--- config.mk ---
export PLATFORM = sky130hd
export DESIGN_NAME = pw_unlock_unit
export DESIGN_NICKNAME = d
export VERILOG_FILES = /design/src/rtl/pw_unlock_pkg.sv /design/src/rtl/pw_datapath.sv /design/src/rtl/pw_control.sv /design/src/rtl/pw_unlock_unit.sv
export SDC_FILE = /design/constraint.sdc
export NUM_CORES = 1
export LEC_CHECK = 0
export ABC_CLOCK_PERIOD_IN_PS = 7580
export BUFFER_PORTS_ARGS = -buffer_cell sky130_fd_sc_hd__buf_2
export CELL_PAD_IN_SITES_DETAIL_PLACEMENT = 1
export CELL_PAD_IN_SITES_GLOBAL_PLACEMENT = 2
export CORE_MARGIN = 8
export CORE_UTILIZATION = 45
export CTS_CLUSTER_DIAMETER = 200
export CTS_CLUSTER_SIZE = 14
export DETAILED_ROUTE_END_ITERATION = 16
export GPL_TIMING_DRIVEN = 0
export PLACE_DENSITY_LB_ADDON = 0.2
export REMOVE_ABC_BUFFERS = 1
export SYNTH_ARGS = -nofsm -noshare
export SYNTH_HDL_FRONTEND = slang
export SYNTH_SLANG_ARGS = --single-unit
--- constraint.sdc ---
create_clock -name clk -period 7.58 [get_ports clk]
set_clock_uncertainty 0.05 [all_clocks]
set_input_delay 1.895 -clock clk [delete_from_list [all_inputs] [get_ports clk]]
set_output_delay 1.895 -clock clk [all_outputs]
set_load 0.005 [all_outputs]
--- src/rtl/pw_unlock_pkg.sv ---
package pw_unlock_pkg;
  typedef struct packed {
    logic capWord;
    logic progWord;
  } pwStrobes_t;
endpackage

--- src/rtl/pw_datapath.sv ---
module pw_datapath
  import pw_unlock_pkg::*;
#(
  parameter int WORD_W    = 16,
  parameter int NUM_WORDS = 4,
  parameter int IDX_W     = 2
) (
  input  logic                 clk,
  input  logic                 rstN,
  input  pwStrobes_t           strobes,
  input  logic [IDX_W-1:0]     progIdx,
  input  logic [WORD_W-1:0]    progData,
  input  logic [IDX_W-1:0]     capIdx,
  input  logic [WORD_W-1:0]    capData,
  input  logic [IDX_W-1:0]     rdIdx,
  output logic [WORD_W-1:0]    rdData,
  output logic [NUM_WORDS-1:0] eqVec
);
  logic [WORD_W-1:0] storedW [NUM_WORDS];
  logic [WORD_W-1:0] candW   [NUM_WORDS];

  always_ff @(posedge clk) begin
    if (!rstN) begin
      for (int i = 0; i < NUM_WORDS; i++) begin
        storedW[i] <= '1;
        candW[i]   <= '0;
      end
    end else begin
      for (int i = 0; i < NUM_WORDS; i++) begin
        if (strobes.progWord && progIdx == IDX_W'(i))
          storedW[i] <= storedW[i] & progData;
        if (strobes.capWord && capIdx == IDX_W'(i))
          candW[i] <= capData;
      end
    end
  end

  genvar g;
  generate
    for (g = 0; g < NUM_WORDS; g++) begin : gEq
      assign eqVec[g] = (storedW[g] == candW[g]);
    end
  endgenerate

  always_comb begin
    rdData = '0;
    for (int i = 0; i < NUM_WORDS; i++)
      if (rdIdx == IDX_W'(i)) rdData = storedW[i];
  end
endmodule

--- src/rtl/pw_control.sv ---
module pw_control
  import pw_unlock_pkg::*;
#(
  parameter int NUM_WORDS = 4,
  parameter int IDX_W     = 2
) (
  input  logic                 clk,
  input  logic                 rstN,
  input  logic                 progEn,
  input  logic                 unlockStart,
  input  logic                 wordEn,
  input  logic [IDX_W-1:0]     wordIdx,
  input  logic                 unlockEnd,
  input  logic                 cmdExit,
  input  logic [NUM_WORDS-1:0] eqVec,
  output pwStrobes_t           strobes,
  output logic                 sessionActive,
  output logic [NUM_WORDS-1:0] seenFlags,
  output logic                 lockRelease
);
  logic quiet;
  logic fire;

  assign quiet = sessionActive && !cmdExit && !unlockStart;
  assign fire  = quiet && unlockEnd && (&seenFlags) && (&eqVec);

  always_comb begin
    strobes          = '0;
    strobes.progWord = progEn;
    strobes.capWord  = quiet && wordEn;
  end

  always_ff @(posedge clk) begin
    if (!rstN) begin
      sessionActive <= 1'b0;
      seenFlags     <= '0;
      lockRelease   <= 1'b0;
    end else begin
      lockRelease <= fire;
      if (cmdExit) begin
        sessionActive <= 1'b0;
        seenFlags     <= '0;
      end else if (unlockStart) begin
        sessionActive <= 1'b1;
        seenFlags     <= '0;
      end else if (sessionActive) begin
        if (unlockEnd) sessionActive <= 1'b0;
        if (wordEn) seenFlags[wordIdx] <= 1'b1;
      end
    end
  end
endmodule

--- src/rtl/pw_unlock_unit.sv ---
module pw_unlock_unit
  import pw_unlock_pkg::*;
#(
  parameter int WORD_W    = 16,
  parameter int NUM_WORDS = 4,
  localparam int IDX_W    = (NUM_WORDS > 1) ? $clog2(NUM_WORDS) : 1
) (
  input  logic              clk,
  input  logic              rstN,
  input  logic              progEn,
  input  logic [IDX_W-1:0]  progIdx,
  input  logic [WORD_W-1:0] progData,
  input  logic [IDX_W-1:0]  rdIdx,
  output logic [WORD_W-1:0] rdData,
  input  logic              unlockStart,
  input  logic              wordEn,
  input  logic [IDX_W-1:0]  wordIdx,
  input  logic [WORD_W-1:0] wordData,
  input  logic              unlockEnd,
  input  logic              cmdExit,
  output logic              lockRelease
);
  pwStrobes_t            strobes;
  logic [NUM_WORDS-1:0]  eqVec;
  logic [NUM_WORDS-1:0]  seenFlags;
  logic                  sessionActive;

  pw_control #(.NUM_WORDS(NUM_WORDS), .IDX_W(IDX_W)) u_ctrl (
    .clk(clk), .rstN(rstN), .progEn(progEn), .unlockStart(unlockStart),
    .wordEn(wordEn), .wordIdx(wordIdx), .unlockEnd(unlockEnd),
    .cmdExit(cmdExit), .eqVec(eqVec), .strobes(strobes),
    .sessionActive(sessionActive), .seenFlags(seenFlags),
    .lockRelease(lockRelease)
  );

  pw_datapath #(.WORD_W(WORD_W), .NUM_WORDS(NUM_WORDS), .IDX_W(IDX_W)) u_dp (
    .clk(clk), .rstN(rstN), .strobes(strobes),
    .progIdx(progIdx), .progData(progData),
    .capIdx(wordIdx), .capData(wordData),
    .rdIdx(rdIdx), .rdData(rdData), .eqVec(eqVec)
  );
endmodule

### Word level (Yosys, flattened, before mapping)

Memory sizes are Yosys's and may differ from the RTL's.
Cells that the tools add are included.

| storage, ports and cells | value |
|---|---|
| bits in registers | 6 |
| memory bits (writable) | 128 |
| input port bits | 45 |
| output and inout bits | 17 |
| logic and storage cells | 101 |
| memories | 2 |

| operators by class | value |
|---|---|
| magnitude comparators | 2 |
| eq/ne operators | 13 |
| muxes and demuxes | 42 |
| bitwise logic cells | 14 |
| reductions and logical operators | 25 |

Memories:

| memory | depth | width | read ports | clocked after Yosys merged registers in | wr ports | line | RTL |
|---|---|---|---|---|---|---|---|
| u_dp.candW | 4 | 16 | 4 | 0 | 4 | pw_datapath.sv:20 | `logic [WORD_W-1:0] candW [NUM_WORDS];` |
| u_dp.storedW | 4 | 16 | 4 | 0 | 4 | pw_datapath.sv:19 | `logic [WORD_W-1:0] storedW [NUM_WORDS];` |

Operator list:

| operator | number |
|---|---|
| 16-bit 2-to-1 mux | 12 |
| 16-bit AND | 4 |
| 16-bit == test | 4 |
| 1-bit 2-to-1 mux | 29 |
| 1-bit logical AND | 15 |
| 2-bit == test, second input constant | 6 |
| 1-bit OR | 8 |
| 4-bit AND reduction | 2 |
| 2-bit by 1-bit == test with 1-bit output, second input constant | 3 |
| 2-bit zero test | 3 |
| 4-bit OR | 1 |
| 2-bit by 3-bit less-than comparator with 1-bit output, second input constant | 1 |
| 3-bit OR reduction | 1 |
| 1-bit demux with 2-bit select | 1 |
| 2-bit by 1-bit >= comparator with 1-bit output, second input constant | 1 |
| 1-bit zero test | 2 |
| 2-bit AND reduction | 1 |
| 2-bit OR reduction | 1 |
| 1-bit NOT | 1 |

### Depth between registers and ports, before layout

Gate-level depths: netlist of the first run.

| logic depth | value |
|---|---|
| depth after elaboration | 9 |
| gate-level depth with buffers | 5 |
| gate-level depth less buffers | 5 |

### Cells and area by module

A second synthesis of the first run with hierarchy kept.

| unflattened totals | value |
|---|---|
| cell total of the unflattened synthesis | 439 |
| area total of the unflattened synthesis | 6258.5 µm² |

By module, submodules not included:

| module | times used | cells an instance | area each (µm²) |
|---|---|---|---|
| pw_datapath | 1 | 412 | 5987.0 |
| pw_control | 1 | 27 | 271.5 |

### Least setup slack after synthesis of the first run

No wires, ideal clock.

| timing path | value |
|---|---|
| kind | input to output |
| from | in rdIdx[0] |
| to | out rdData[10] |
| data arrival time | 2.839 ns |
| data required time | 5.635 ns |
| slack | 2.796 ns |
| stages on the path | 3 |
| cell sequence | buf_2 buf_4 mux4_2 |

| on the way | value |
|---|---|
| cells in the longest elaborated chain, start to end | 5 |
| elaborated cells between the ends (all ways) | 8 |

Ends and longest elaborated chain:

| element | line | RTL |
|---|---|---|
| start: declaration | pw_unlock_unit.sv:13 | `input logic [IDX_W-1:0] rdIdx,` |
| 2-bit zero test | pw_datapath.sv:48 | `if (rdIdx == IDX_W'(i)) rdData = storedW[i];` |
| 16-bit 2-to-1 mux (3 in a row) | pw_datapath.sv:48 |  |
| 16-bit 2-to-1 mux (*) | pw_datapath.sv:48 |  |
| end: declaration | pw_unlock_unit.sv:14 | `output logic [WORD_W-1:0] rdData,` |

Mark *: on every way between the ends. The rest lies on a longest branch, timed or not.

### Worst setup path after layout of the first run

| timing path | value |
|---|---|
| from | in rdIdx[0] |
| to | out rdData[11] |

The elaborated chain is that of the path after synthesis.

==> results of run 1 <==
-- kinds of logic (layout without fill, tap and decap cells) --
kind of cell / after synthesis / in the layout / synth area share, %
flip-flops: 134 / 134 / 63.36
XOR/XNOR: 51 / 51 / 7.140
AO/OA/AOI/OAI: 69 / 69 / 8.220
AND/OR/NAND/NOR: 154 / 154 / 13.56
multiplexers: 16 / 16 / 5.820
buffers and inverters: 28 / 113 / 1.900
-- critical path: stages --
cell and delay, ns:
buf_2 0.52, mux4_2 0.62, buf_2 0.15
-- state kept, by name, indices dropped and copies added, names as in the netlist --
name / count
u_ctrl.sessionActive: 1
u_ctrl.lockRelease: 1
u_dp.candW: 64
u_ctrl.seenFlags: 4
u_dp.storedW: 64
-- stage by stage --
| stage | hold slack [ns] | worst slack, ns | cell area (um2) | cells |
|---|---|---|---|---|
| after detailed placement | 0.4127 | 2.412 | 6864 | 686 |
| after floorplan | 0.3899 | 3.203 | 6190 | 438 |
| after CTS | 0.4254 | 2.422 | 7371 | 717 |
| after global routing | 0.4567 | 2.352 | 7371 | 717 |
| after global placement | 0.4043 | 2.274 | 6720 | 679 |
| final | 0.4198 | 2.442 | 7371 | 717 |
-- per-layer routing --
metal,GRT usage [%],part of all wire [%],up-vias
li1,-,-,1819
met1,25.21,42,2028
met2,34.93,50,120
met3,5.236,6.0,26
met4,7.299,2.1,0
met5,0,0,-
-- power groups by stage --
stage          Sequential, mW  Clock (mW)  Combinational [mW]
2_1_floorplan           0.855           0              0.0432
3_3_place_gp            0.860           0              0.0938
3_5_place_dp            0.858           0               0.105
4_1_cts                 0.844       0.740               0.106
5_1_grt                 0.845       0.768               0.112
6_report                0.844       0.731               0.104
-- cell type report --
type | instances | area share [%]
multi-input cells | 290 | 30.01
clock buffers | 23 | 6.077
clock inverters | 8 | 0.7978
flip-flops and latches | 134 | 53.78
inverters | 14 | 0.7130
repair buffers | 68 | 5.568
well taps | 180 | 3.056
-- layout by cell type, fill, tap and decap left out, types with 13 or more instances in the layout --
cell	n
mux4_2	15
clkbuf_16	17
xnor2_1	28
nand2_1	41
buf_2	61
and2_1	64
a21o_1	47
xor2_1	23
nor2_1	13
edfxtp_1	128
inv_1	14
-- worst max-delay path by stage --
stage,startpoint,endpoint,slack [ns]
global route,rdIdx[0],rdData[11],2.35
finish,rdIdx[0],rdData[11],2.44
floorplan,rdIdx[0],rdData[2],3.20
CTS,rdIdx[0],rdData[2],2.42
global placement,progIdx[0],u_dp.storedW[0][14],2.27
detailed placement,rdIdx[0],rdData[9],2.41
==> impl_metrics.tcl, run 1 <==
set metrics [dict create \
    run_status "finished clean" \
    timing.hold.worst.class "register to register" \
    ys_dominant_reg_cell "edfxtp_1" \
    die_x_um 133.9 \
    cts_post_setup_buffers_inserted 0 \
    worstSetupEndpointType "output pin" \
    hold_viol 0 \
    yosysMostFrequentCell "edfxtp_1" \
    fp.dieH_um 133.9 \
    timing_worst_setup_path_type "input port to output pin" \
    post-route-min-period_ns 5.138 \
    synth_cell_types 37 \
    share_comb_of_total_power_pct 6.2 \
    relative_contribution_of_the_clock_network_to_total_power_pct 43.6 \
    global_route_total_overflow 0 \
    std_cell_rows 43 \
    switchingPower_mw 0.3690 \
    drt-pass1-iter-count 4 \
    crit-reg2reg-launch "u_ctrl.sessionActive" \
    drive_gt1_share_pct 21.60 \
    totalWireLength_mm 17.79 \
    tritoncts_clock_tree "done" \
    leakagePower_nw 2.456 \
    drt-wirelength-per-cell_um 24.81 \
    finish.net_count 570 \
    reg2reg_to "u_dp.candW[2][10]" \
    worst_slew_pin_slew_ns 1.445 \
    worst_rel_slew_slack_pct 3.293 \
    ir_worst_vdd_v 0.0001544 \
    ys_top_cells_by_count "128 x edfxtp_1, 64 x and2_1, 47 x a21o_1" \
    ios 62 \
    ctsHoldBuffers 0 \
    yosys_warnings 0 \
    largest_net_degree_at_the_start_of_global_routing 17 \
    cts_sinks 134 \
    postSynthRegisterBits 134 \
    critical_path_required_ns 5.64 \
    ys_seq_area_share_pct 63.36 \
    critical_path_peak_fanout 16 \
    switching_share_pct 21.98 \
    start_util_pct 45.60 \
    p_total_mw 1.679 \
    setup_viol 0 \
    floorplan.core_area_um2 13720 \
    worstSetupStartpointType "input port" \
    r2r_cells 3 \
    mappedNetlistArea_um2 6256 \
    hp-start "u_ctrl.seenFlags[2]" \
    groute.usage.overall_pct 20.70 \
    rsz0062_at_grt "no" \
    synth_area_leaders "edfxtp_1 61%, and2_1 6.4%, a21o_1 5.6%" \
    globalplace.congestion 0.7800 \
    postSynthCellCount 452 \
    drv_cap 0 \
    drt_first_iter_violations 301 \
    clockBufferDepth 2 \
    nFillCells 1393 \
    synthToLayoutAreaGrowth_pct 17.82 \
    vias_per_cell 5.569 \
    path_clk_slew_ns 0.05 \
    dp_hpwl_mm 12.28 \
    post_cts.resized_instances 0 \
    finalCoreUtilization_pct 53.73 \
    hold_path_depth 2 \
    grt_first_pass_wirelength_mm 26.70 \
    critical_path_arrival_ns 3.19 \
    via_count_of_the_first_global_routing_pass 4343 \
    p_per_area_nw_per_um2 227.8 \
    setup.reg_to_reg.worst_slack_ns 5.35 \
    dieArea_um2 17930 \
    cts_buffers 17 \
    finalSetupTns_ns 0 \
    place.port_buffers 61 \
    power.sequential.fraction_pct 50.2 \
    min_to "u_ctrl.seenFlags[2]" \
    postSynth.asyncResetShare_pct 0 \
    synthesis.area_per_instance_um2 13.84 \
    detailroute.via_count 3993 \
    ctsHtreeMaxLevel 4 \
    total_inserted_antenna_cells 0 \
    fin_crit_share_pct 67.79 \
    synth_top_cell_by_area "edfxtp_1" \
    synth_edf_count 128 \
    cts.root.buffer_cell "clkbuf_16" \
    number_of_antenna_violations_at_the_first_check_in_global_routing 0 \
    seq_area_um2 3964 \
    synth_largest_type_area_fraction_pct 61.44 \
    final_antenna_net_count 0 \
    multi_input_area_um2 2212 \
    max_freq_mhz 194.6 \
    p_int_mw 1.310 \
    remaining_drc_errors 0 \
    maxSlewViolCount 0 \
    worst_skew_pair.late_latency_ns 0.42 \
]
Note: power is estimated with default switching activity, not from simulation.
==> inputs of run 2 (changes only) <==
--- a/config.mk
+++ b/config.mk
@@ -5,12 +5,12 @@
 export SDC_FILE = /design/constraint.sdc
 export NUM_CORES = 1
 export LEC_CHECK = 0
-export ABC_CLOCK_PERIOD_IN_PS = 7580
+export ABC_CLOCK_PERIOD_IN_PS = 4750
 export BUFFER_PORTS_ARGS = -buffer_cell sky130_fd_sc_hd__buf_2
 export CELL_PAD_IN_SITES_DETAIL_PLACEMENT = 1
 export CELL_PAD_IN_SITES_GLOBAL_PLACEMENT = 2
 export CORE_MARGIN = 8
-export CORE_UTILIZATION = 45
+export CORE_UTILIZATION = 42
 export CTS_CLUSTER_DIAMETER = 200
 export CTS_CLUSTER_SIZE = 14
 export DETAILED_ROUTE_END_ITERATION = 16
==> constraint.sdc (replaced) <==
create_clock -name clk -period 4.75 [get_ports clk]
set_clock_uncertainty 0.05 [all_clocks]
set_input_delay 1.1875 -clock clk [delete_from_list [all_inputs] [get_ports clk]]
set_output_delay 1.1875 -clock clk [all_outputs]
set_load 0.005 [all_outputs]
==> run 2 against run 1 <==
  * Via count is 1.2% higher
  * Flip-flop and latch count stayed put
  * Cell count is 0.70% higher
  * Die area is 6.3% higher
  * Utilization is 2.3 points lower
  * Critical path depth stayed put
  * Critical path type unchanged
==> impl_metrics.tcl, run 2 (synthesis gave the netlist of run 1 again) <==
set metrics [dict create \
    place.port_buffers 61 \
    cts_post_setup_buffers_inserted 0 \
    timing.hold.worst.class "register to register" \
    dp_hpwl_mm 12.44 \
    floorplan.core_area_um2 14530 \
    post_cts.resized_instances 0 \
    critical_path.most_common_cell "buf_2" \
    worst_hold_slack_ns 0.4217 \
    dieArea_um2 19060 \
    layout_common_cells "128 x edfxtp_1, 64 x and2_1, 61 x buf_2, 47 x a21o_1, 41 x nand2_1" \
    drt-pass1-iter-count 4 \
    final_antenna_net_count 0 \
    fin_crit_share_pct 79.58 \
    tritoncts_clock_tree "done" \
    groute.usage.overall_pct 19.32 \
    critPathLaunch "rdIdx[0]" \
    critPathSlowestCell "mux4_2" \
    totalWireLength_mm 17.90 \
    hold_viol 0 \
    drive_gt1_share_pct 23.23 \
    leakagePower_nw 2.506 \
    worstSetupStartpointType "input port" \
    r2r_cells 5 \
    start_util_pct 43.04 \
    maxSlewViolCount 0 \
    worst_slew_pin_slew_ns 1.198 \
    remaining_drc_errors 0 \
    run_status "finished clean" \
    largest_net_degree_at_the_start_of_global_routing 17 \
    drt_first_iter_violations 326 \
    top_flop_regs "u_dp.candW (64), u_dp.storedW (64), u_ctrl.seenFlags (4)" \
    ctsHoldBuffers 0 \
    grt_first_pass_wirelength_mm 27.10 \
    clockBufferDepth 2 \
    global_route_total_overflow 0 \
    crit-reg2reg-launch "u_dp.storedW[2][8]" \
    drt-wirelength-per-cell_um 24.79 \
    design_area_um2 7468 \
    max_freq_mhz 264.6 \
    worst_skew_pair.late_latency_ns 0.42 \
    cts_sinks 134 \
    p_per_area_nw_per_um2 382.6 \
    critical_path_peak_fanout 16 \
    number_of_antenna_violations_at_the_first_check_in_global_routing 0 \
    vias_per_cell 5.597 \
    instance_count_on_the_critical_path 3 \
    cts.root.buffer_cell "clkbuf_16" \
    critical_path_arrival_ns 2.54 \
    synthToLayoutAreaGrowth_pct 19.38 \
    post-route-min-period_ns 3.780 \
    path_clk_slew_ns 0.06 \
    reg2reg_to "u_ctrl.lockRelease" \
    fp.dieH_um 138.0 \
    timing.critical_path.max_delay_family "buffers and inverters" \
    setup.reg_to_reg.worst_slack_ns 2.63 \
    rsz0062_at_grt "no" \
    timing_worst_setup_path_type "input port to output pin" \
    via_count_of_the_first_global_routing_pass 4430 \
    worst_slack_at_placement_ns 0.9640 \
    detailroute.via_count 4041 \
    total_inserted_antenna_cells 0 \
    worst_rel_slew_slack_pct 19.70 \
    dpl-instance-area_um2 6869 \
    std_cell_rows 44 \
    cp_cell_sequence "buf_2 > mux4_2 > buf_2" \
    cts_buffers 17 \
    max_stage_delay_ns 0.63 \
    globalplace.congestion 0.8008 \
    drv_cap 0 \
    critPathCapture "rdData[9]" \
    critPathBufInv 2 \
    critical_path_required_ns 3.51 \
    setup_viol 0 \
    setup_ws_ns 0.9702 \
    finalSetupTns_ns 0 \
    worstSetupEndpointType "output pin" \
    ctsHtreeMaxLevel 4 \
    ir_worst_vdd_v 0.0002815 \
    nFillCells 1505 \
    die_x_um 138.0 \
    ios 62 \
    final_common_cell "edfxtp_1" \
    finish.net_count 570 \
]
==> run 2: worst reg2reg max path, stage by stage, from the launching register on <==
cell	delay [ns]
edfxtp_1	0.42
xnor2_1	0.42
nand4_1	0.20
nor4_1	0.40
nand4_1	0.16
nor4_2	0.36
==> run 2: per-stage QoR <==
stage	std cells	utilization [%]	total power, mW
after floorplan	438	-	1.434
after global placement	683	46.27	1.524
after detailed placement	690	47.26	1.540
after CTS	722	51.35	2.879
after global routing	722	51.39	2.938
final	722	51.39	2.857
==> run 2: final cells by class <==
class,count,area (um2),share of cell area (%)
well taps,184,230.2,3.083
clock inverters,13,161.4,2.161
clock buffers,19,432.9,5.797
multi-input cells,290,2217,29.69
inverters,14,52.55,0.7036
flip-flops and latches,134,3964,53.07
repair buffers,68,410.4,5.495
==> run 2: worst min-delay path by stage <==
stage                         from             endpoint  slack [ns]  cells past startpoint
2_1_floorplan  u_ctrl.seenFlags[3]  u_ctrl.seenFlags[3]        0.39                      2
3_3_place_gp   u_ctrl.seenFlags[1]  u_ctrl.seenFlags[1]        0.40                      2
3_5_place_dp   u_ctrl.seenFlags[3]  u_ctrl.seenFlags[3]        0.41                      2
4_1_cts        u_ctrl.seenFlags[3]  u_ctrl.seenFlags[3]        0.43                      2
5_1_grt        u_ctrl.seenFlags[3]  u_ctrl.seenFlags[3]        0.47                      2
6_report       u_ctrl.seenFlags[3]  u_ctrl.seenFlags[3]        0.42                      2
==> run 2: power by group <==
group	switching [mW]	internal, mW	leakage, nW
sequential	0.0189	1.33	1.16
combinational	0.108	0.0600	1.04
clock	0.478	0.866	0.297
==> run 2: per-layer routing <==
layer	track usage [%]	share of wire, %
met5	0	0
met4	8.696	2.6
met3	4.212	5.5
met2	31.68	48
met1	23.94	44
